[src/rtl/runlen_gate_pkg.sv]
package runlen_gate_pkg;
  localparam int unsigned DEF_NUM_CAND   = 5;
  localparam int unsigned DEF_LEN_W      = 16;
  localparam int unsigned DEF_MET_W      = 16;
  localparam int unsigned DEF_SLOT_TICKS = 3;

  typedef enum logic {
    MODE_HOLD   = 1'b0,
    MODE_SAMPLE = 1'b1
  } gate_mode_e;
endpackage

[src/rtl/rlg_slot_timer.sv]
module rlg_slot_timer #(
  parameter int unsigned SLOT_TICKS = 3
) (
  input  logic clk,
  input  logic rst_n,
  input  logic clear,
  input  logic en,
  input  logic tick,
  output logic slot_end
);
  localparam int unsigned CNT_W = (SLOT_TICKS > 1) ? $clog2(SLOT_TICKS) : 1;
  localparam logic [CNT_W-1:0] LAST = CNT_W'(SLOT_TICKS - 1);

  logic [CNT_W-1:0] cnt;

  assign slot_end = en && tick && !clear && (cnt == LAST);

  always_ff @(posedge clk or negedge rst_n) begin
    if (!rst_n) begin
      cnt <= '0;
    end else if (clear) begin
      cnt <= '0;
    end else if (en && tick) begin
      cnt <= (cnt == LAST) ? '0 : cnt + 1'b1;
    end
  end


  timer_idle_chk: assert property (@(posedge clk) disable iff (!rst_n)
    (!en && !clear) |=> $stable(cnt));
endmodule

[src/rtl/rlg_best_track.sv]
module rlg_best_track #(
  parameter int unsigned MET_W = 16,
  parameter int unsigned IDX_W = 3
) (
  input  logic             clk,
  input  logic             rst_n,
  input  logic             clear,
  input  logic             en,
  input  logic             metric_evt,
  input  logic             slot_end,
  input  logic             first_slot,
  input  logic [IDX_W-1:0] cand_idx,
  output logic [IDX_W-1:0] win_idx
);
  logic [MET_W-1:0] acc;
  logic [MET_W-1:0] best_score;
  logic [IDX_W-1:0] best_idx;
  logic [MET_W-1:0] score_now;
  logic             take;
  logic             count;

  assign count     = en && !clear && metric_evt;
  assign score_now = (count && (acc != '1)) ? acc + 1'b1 : acc;
  assign take      = slot_end && (first_slot || (score_now > best_score));
  assign win_idx   = take ? cand_idx : best_idx;

  always_ff @(posedge clk or negedge rst_n) begin
    if (!rst_n) begin
      acc        <= '0;
      best_score <= '0;
      best_idx   <= '0;
    end else if (clear) begin
      acc        <= '0;
      best_score <= '0;
      best_idx   <= '0;
    end else if (slot_end) begin
      acc <= '0;
      if (take) begin
        best_score <= score_now;
        best_idx   <= cand_idx;
      end
    end else begin
      acc <= score_now;
    end
  end


  hold_acc_chk: assert property (@(posedge clk) disable iff (!rst_n)
    (!en && !clear) |=> $stable(acc));
endmodule

[src/rtl/rlg_gate.sv]
module rlg_gate #(
  parameter int unsigned LEN_W = 16
) (
  input  logic [LEN_W-1:0] pred_len,
  input  logic [LEN_W-1:0] threshold,
  output logic             customize
);
  assign customize = (pred_len > threshold);
endmodule

[src/rtl/runlen_gate_ctrl.sv]
module runlen_gate_ctrl
  import runlen_gate_pkg::*;
#(
  parameter int unsigned NUM_CAND   = DEF_NUM_CAND,
  parameter int unsigned LEN_W      = DEF_LEN_W,
  parameter int unsigned MET_W      = DEF_MET_W,
  parameter int unsigned SLOT_TICKS = DEF_SLOT_TICKS,
  parameter logic [NUM_CAND-1:0][LEN_W-1:0] CAND_THR =
    {LEN_W'(10000), LEN_W'(5000), LEN_W'(1000), LEN_W'(100), LEN_W'(0)},
  localparam int unsigned IDX_W = (NUM_CAND > 1) ? $clog2(NUM_CAND) : 1
) (
  input  logic             clk,
  input  logic             rst_n,
  input  logic             pred_valid,
  output logic             pred_ready,
  input  logic [LEN_W-1:0] pred_len,
  output logic             dec_valid,
  input  logic             dec_ready,
  output logic             dec_customize,
  input  logic             phase_chg,
  input  logic             metric_evt,
  input  logic             tick,
  output logic             sampling,
  output logic [IDX_W-1:0] active_idx
);
  localparam logic [IDX_W-1:0] LAST_IDX = IDX_W'(NUM_CAND - 1);

  gate_mode_e       mode;
  logic [IDX_W-1:0] cand_idx;
  logic [IDX_W-1:0] sel_idx;
  logic [IDX_W-1:0] win_idx;
  logic [LEN_W-1:0] threshold;
  logic             slot_end;
  logic             in_sample;

  assign in_sample  = (mode == MODE_SAMPLE);
  assign sampling   = in_sample;
  assign active_idx = in_sample ? cand_idx : sel_idx;
  assign threshold  = (active_idx <= LAST_IDX) ? CAND_THR[active_idx] : '0;

  assign dec_valid  = pred_valid;
  assign pred_ready = dec_ready;

  rlg_slot_timer #(.SLOT_TICKS(SLOT_TICKS)) u_timer (
    .clk(clk), .rst_n(rst_n), .clear(phase_chg), .en(in_sample),
    .tick(tick), .slot_end(slot_end)
  );

  rlg_best_track #(.MET_W(MET_W), .IDX_W(IDX_W)) u_track (
    .clk(clk), .rst_n(rst_n), .clear(phase_chg), .en(in_sample),
    .metric_evt(metric_evt), .slot_end(slot_end),
    .first_slot(cand_idx == '0), .cand_idx(cand_idx), .win_idx(win_idx)
  );

  rlg_gate #(.LEN_W(LEN_W)) u_gate (
    .pred_len(pred_len), .threshold(threshold), .customize(dec_customize)
  );

  always_ff @(posedge clk or negedge rst_n) begin
    if (!rst_n) begin
      mode     <= MODE_SAMPLE;
      cand_idx <= '0;
      sel_idx  <= '0;
    end else if (phase_chg) begin
      mode     <= MODE_SAMPLE;
      cand_idx <= '0;
    end else if (in_sample && slot_end) begin
      if (cand_idx == LAST_IDX) begin
        mode    <= MODE_HOLD;
        sel_idx <= win_idx;
      end else begin
        cand_idx <= cand_idx + 1'b1;
      end
    end
  end


  idx_range_chk: assert property (@(posedge clk) disable iff (!rst_n)
    active_idx <= LAST_IDX);


  slot_stay_chk: assert property (@(posedge clk) disable iff (!rst_n)
    (sampling && !phase_chg && !tick) |=> $stable(active_idx));


  hold_keep_chk: assert property (@(posedge clk) disable iff (!rst_n)
    (!sampling && !phase_chg) |=> (!sampling && $stable(active_idx)));


  restart_chk: assert property (@(posedge clk) disable iff (!rst_n)
    phase_chg |=> (sampling && active_idx == '0));


  hold_dec_chk: assert property (@(posedge clk) disable iff (!rst_n)
    (!sampling && !phase_chg && $stable(pred_len)) |=> $stable(dec_customize));
endmodule

[config.mk]
export PLATFORM = sky130hd
export DESIGN_NAME = runlen_gate_ctrl
export DESIGN_NICKNAME = d
export VERILOG_FILES = /design/src/rtl/runlen_gate_pkg.sv /design/src/rtl/rlg_slot_timer.sv /design/src/rtl/rlg_best_track.sv /design/src/rtl/rlg_gate.sv /design/src/rtl/runlen_gate_ctrl.sv
export SDC_FILE = /design/constraint.sdc
export NUM_CORES = 1
export LEC_CHECK = 0
export ABC_AREA = 0
export BUFFER_PORTS_ARGS = -buffer_cell sky130_fd_sc_hd__clkbuf_2
export CORE_MARGIN = 4
export CORE_UTILIZATION = 54
export DETAILED_ROUTE_END_ITERATION = 10
export HOLD_SLACK_MARGIN = 0.06
export PLACE_DENSITY = 0.74
export SETUP_SLACK_MARGIN = 0.15
export SLEW_MARGIN = 20
export SYNTH_ARGS = -nofsm -noshare
export SYNTH_HDL_FRONTEND = slang
export SYNTH_SLANG_ARGS = --single-unit
[constraint.sdc]
create_clock -name clk -period 5.1 [get_ports clk]
set_input_delay 0.51 -clock clk [delete_from_list [all_inputs] [get_ports clk]]
set_output_delay 0.51 -clock clk [all_outputs]
set_load 0.01 [all_outputs]
* Word level (Yosys, flattened, before mapping)
Memories as Yosys holds them, arrays and structs flattened. Index checks and enable logic that the tools add are counted.
Cells by class: magnitude comparators 4, add/sub/neg operators 3, bitwise gates (word level) 1, reduce and logical (&&, ||, !) cells 20, equal/unequal tests 4, multiplexer cells 21
Operators with widths (number):
- $mux 16 | 8
- $gt 16x16->1 | 2
- $mux 3 | 7
- $add 16x1->16 const B | 1
- $ne 16x16->1 const B | 1
- $reduce_bool 2->1 | 5
- $logic_and 1x1->1 | 8
- $mux 2 | 3
- $reduce_and 2->1 | 3
- $lt 3x4->1 const B | 1
- $add 3x1->3 const B | 1
- $eq 3x3->1 const B | 1
- $le 3x3->1 const B | 1
- $logic_not 3->1 | 1
- $mux 1 | 3
- $reduce_and 3->1 | 1
- $add 2x1->2 const B | 1
- $eq 2x2->1 const B | 1
- $ne 2x2->1 const B | 1
- $logic_not 1->1 | 1
- $logic_or 1x1->1 | 1
- $not 1->1 | 1
Storage, ports and cells: input bits 23, bits in registers 44, logic and storage cells 61, output and inout bits 7, memory bits (read-only) 128, memories kept 1
Memory list:
- (name not given) | depth 8, width 16, read ports 1, clocked after Yosys merged registers in 0, write ports 0, RTL line runlen_gate_ctrl.sv:39 | assign threshold = (active_idx <= LAST_IDX) ? CAND_THR[active_idx] : '0;

* Depth between registers and ports, before layout
depth in word-level cells 11, gate-level depth with buffers 16, mapped depth without buffers 14

* Hierarchy
A second synthesis with hierarchy kept.
Second synthesis, totals: cells, all modules 378, area, all modules 3418.3 um^2
Modules (own cells, without submodules):
- rlg_best_track | area each 2402.3 um^2, cells an instance 262, instances 1, seq. area each 875.8 um^2
- runlen_gate_ctrl | area each 496.7 um^2, cells an instance 50, instances 1, seq. area each 176.4 um^2
- rlg_gate | area each 406.6 um^2, cells an instance 56, instances 1, seq. area each 0.0 um^2
- rlg_slot_timer | area each 112.6 um^2, cells an instance 10, instances 1, seq. area each 50.0 um^2

* Least setup slack after synthesis
No wires, ideal clock.
kind input to register, from input phase_chg, to register u_track.best_score[0], arrival 3628 ps, path buffers 2, required time 5021 ps, setup time 79 ps, slack 1393 ps, stages on the path 14, cells stage by stage clkbuf_1 > and3b_1 > and4_1 > and3_1 > and3_1 > xnor2_1 > inv_1 > ha_1 > nand4_2 > or4_4 > a21o_1 > a31oi_4 > buf_6 > mux2i_1
Between the ends: longest elaborated chain between the ends 10, elaborated cells on any way between the ends 16, classes of those cells order compare (1); mux (4); reduce/logical (11)
RTL lines:
- start, declared | RTL line runlen_gate_ctrl.sv:20 | input logic phase_chg,
- $logic_not 1->1 | RTL line rlg_slot_timer.sv:16, rlg_best_track.sv:22
- $logic_and 1x1->1 (2 in series) | RTL line rlg_best_track.sv:22 | assign count = en && !clear && metric_evt;
- $logic_and 1x1->1 | RTL line rlg_best_track.sv:23 | assign score_now = (count && (acc != '1)) ? acc + 1'b1 : acc;
- $mux 16 | RTL line rlg_best_track.sv:23
- $gt 16x16->1 | RTL line rlg_best_track.sv:24 | assign take = slot_end && (first_slot || (score_now > best_score));
- $logic_or 1x1->1 | RTL line rlg_best_track.sv:24
- $logic_and 1x1->1 | RTL line rlg_best_track.sv:24
- $reduce_bool 2->1 (no line)
- $reduce_and 2->1 (no line)
- end signal, assigned | RTL line rlg_best_track.sv:39 | best_score <= score_now;
- end, declared | RTL line rlg_best_track.sv:16 | logic [MET_W-1:0] best_score;
Several ways; a longest one is shown, not always the timed one. The select of a mux whose other input is x is not followed. A chain may end at the register's enable or synchronous reset.

* Final worst setup path
from input phase_chg, to register u_track.best_score[6]
The elaborated chain is that of the path after synthesis.

==> flow_summary.yaml <==
run_status:
  status: "completed"
die:
  ios: 30
  die_h_um: 82.1
  num_rows: 26
  start_util: 0.569
  dieArea_sq_mm: 0.00673
  die_w_um: 82.1
  core_area_sq_mm: 0.00520
place:
  dpl.hpwl_um: 4430
  port_buffers: 25
  gp_congestion: 0.794
job:
  max_cap_viol_count: 0
route:
  drt_iter0_drc: 111
  finalWirelength_um: 5750
  antenna_left: 0
  viasPerCell: 5.40
  num_vias: 2207
  drtPass1Iterations: 4
  drc: 0
  wl_per_cell_um: 14.1
power:
  peakVddDrop_uv: 135
  p_leak_nw: 1.65
  switching_share: 0.233
  p_per_area_mw_per_mm2: 209
  switchingPower_uw: 158
  p_int_uw: 518
  power_frac_clock: 0.396
  sequentialPowerShare: 0.523
  p_comb_frac: 0.081
cells_and_area:
  fillCellCount: 429
  diodes: 0
  drive_gt1_frac: 0.130
  fin_nets: 394
  area_growth_pct: 9.25
setup_path:
  slowest_stage: "or4_4"
  cp.arrival_ns: 4.37
  start_kind: "input port"
  cp_cell_sequence: "clkbuf_2 > and3b_1 > and4_1 > and3_1 > and3_1 > xnor2_1 > inv_1 > ha_1 > nand4_2 > or4_4 > a21o_1 > a31oi_4 > buf_12 > mux2i_1"
  slowest_delay_ns: 0.58
  worst_r2r_path_depth: 14
  rr_startpoint: "u_track.acc[0]$_DFF_PN0_"
  worstSetupPathType: "input port to flip-flop"
  endpoint_kind: "flip-flop"
  path_max_fanout: 27
  critPathLaunch: "phase_chg"
  cpMostUsedCell: "and3_1"
  worstPathRequired_ns: 5.33
clocking:
  root_buffer: "clkbuf_8"
  cts-hold-fix-buffers: 0
  clock_path_buffers: 2
  htree_levels: 2
  cts_resized: 0
  cts_setup_buffers: 0
  clk_transition_reported_paths_ns: 0.08
  cts.sinks: 44
  cts_buffers: 5
  clk_latency_ns: 0.30
  cts_tree: "yes"
sta:
  fmax_ghz: 0.242
  slew_viol_final: 0
  fin_crit_ns: 4.14
  finalHoldViolCount: 0
  worstMarginPinSlew_ns: 0.691
  fin_worst_skew_ns: 0.00435
  slew_headroom: 0.536
  setup_viol: 0
  rsz0062_at_grt: "false"
  tns_ns: 0
  fin_crit_sh: 0.812
  fin_hold_ws_ns: 0.191
logic_synthesis:
  synth-seq-area-share: 0.372
  synth-compound-area-share: 0.0934
  netlist_top_cells_area: "dfrtp_1 (36%), ha_1 (14%), mux2i_1 (6.4%)"
  synth_fa_ha_area_frac: 0.139
  synth_warnings: 0
  synth_top_family_by_area: "simple AND/OR/NAND/NOR gates"
  syn_avg_cell_area_sq_um: 9.34
  synth_cells: 317
  synth_seq_cells: 44
  synthesis.area_sq_mm: 0.00296
  muxShareOfSynthArea: 0.0680
  netlist.area_leader.share: 0.363
  yosys.area.top_type: "dfrtp_1"
  synth_simple_gate_area_share: 0.209
  synth-async-reset-ratio: 1.00
  synthXorXnorAreaFrac: 0.0444
  synth_edf_count: 0
  synth_ff_type: "dfrtp_1"
  syn_nets: 373
  ys_types: 46
grt:
  grt_usage: 0.193
  grt_start_max_net_pins: 45
  grt_first_pass_wirelength_um: 10000
  grt_pass1_vias: 2212
  grt_antenna_before_repair: 0
  gr-total-overflow: 0
hold_path:
  hold_class: "input port to asynchronous set/reset pin"
-- cell type report --
class                   count  area (sq um)  share of cell area
clock buffers               5          68.8              0.0213
clock inverters             3          42.5              0.0131
inverters                  39           146              0.0452
multi-input cells         222          1640               0.507
flip-flops and latches     44          1100               0.341
well taps                  70          87.6              0.0271
repair buffers             26           148              0.0456
-- sequential cells by signal (all words and copies together), names as in the netlist --
name,count
sampling,1
sel_idx,3
cand_idx,3
u_timer.cnt,2
u_track.best_score,16
u_track.acc,16
u_track.best_idx,3
-- power by group through the flow --
stage	registers (mW)	clock network, mW	logic (mW)
2_1_floorplan	0.360	0	0.0342
3_3_place_gp	0.360	0	0.0536
3_5_place_dp	0.361	0	0.0551
4_1_cts	0.354	0.275	0.0553
5_1_grt	0.354	0.290	0.0626
6_report	0.353	0.268	0.0544
-- Yosys cell counts (2+ instances only) --
| library cell | count |
|---|---|
| xnor2_1 | 7 |
| o21ai_0 | 3 |
| and3_1 | 8 |
| nand3_1 | 12 |
| clkbuf_1 | 6 |
| a22o_1 | 2 |
| o31ai_1 | 3 |
| a21oi_1 | 14 |
| nand2b_1 | 18 |
| and4_1 | 5 |
| buf_6 | 2 |
| a21o_1 | 5 |
| nor2_1 | 29 |
| nand4_1 | 6 |
| ha_1 | 33 |
| nand2_1 | 20 |
| nor3_1 | 5 |
| dfrtp_1 | 43 |
| inv_1 | 39 |
| and2_1 | 3 |
| xor2_1 | 8 |
| a22oi_1 | 2 |
| mux2i_1 | 19 |
| buf_4 | 3 |
-- worst paths after layout --
kind	to	slack (ns)
max	u_track.best_score[6]$_DFFE_PN0P_	0.96
min	u_timer.cnt[0]$_DFFE_PN0P_	0.19
max reg2reg	u_track.best_score[6]$_DFFE_PN0P_	0.97
min reg2reg	u_track.best_idx[0]$_DFFE_PN0P_	0.52
max in group asynchronous	u_track.acc[3]$_DFF_PN0_	4.53
min in group clk	u_track.best_idx[0]$_DFFE_PN0P_	0.52
-- routing by layer --
layer / GRT usage / share of wire / vias up
met5: 0 / 0 / -
met4: 0.0548 / 0.015 / 0
met3: 0.0384 / 0.041 / 9
met2: 0.312 / 0.47 / 32
met1: 0.263 / 0.48 / 1049
li1: - / - / 1117
-- metrics by stage --
step	power, mW	cells	setup slack [ns]	utilization	area (sq um)
global placement	0.414	401	0.786	0.600	3120
CTS	0.684	409	0.960	0.621	3230
detailed placement	0.416	401	0.658	0.600	3120
floorplan	0.394	317	1.39	-	2960
finish	0.675	409	0.960	0.622	3240
global route	0.707	409	0.699	0.622	3240
-- cells in the final DEF, fill, tap and decap left out, types with 2 or more instances in the layout --
master	count
nand2_1	20
and4_1	5
and3_1	8
nand2b_1	18
nor3_1	5
o21ai_0	3
and2_1	3
nor2_1	29
dfrtp_1	43
ha_1	33
o31ai_1	3
xor2_1	8
nand4_1	6
a21oi_1	14
a22o_1	2
a21o_1	5
inv_1	39
mux2i_1	19
nand3_1	12
clkbuf_2	24
xnor2_1	7
clkbuf_8	5
a22oi_1	2
-- kinds of logic (layout without fill, tap and decap cells) --
kind of cell | after synthesis | after routing
flops | 44 | 44
fa+ha+maj | 33 | 33
buf+inv | 51 | 73
compound gates | 38 | 38
mux | 20 | 20
xor+xnor | 15 | 15
simple gates | 116 | 116
-- worst max-delay path, delay by kind of cell --
| kind | cells | cell delay, ns |
|---|---|---|
| AND/OR/NAND/NOR | 6 | 1.63 |
| AO/OA/AOI/OAI | 2 | 0.76 |
| buffers and inverters | 3 | 0.71 |
| adder cells (fa/ha/maj) | 1 | 0.31 |
| XOR/XNOR | 1 | 0.25 |
| multiplexers | 1 | 0.18 |
No activity file was read; power rests on OpenSTA's default activity.
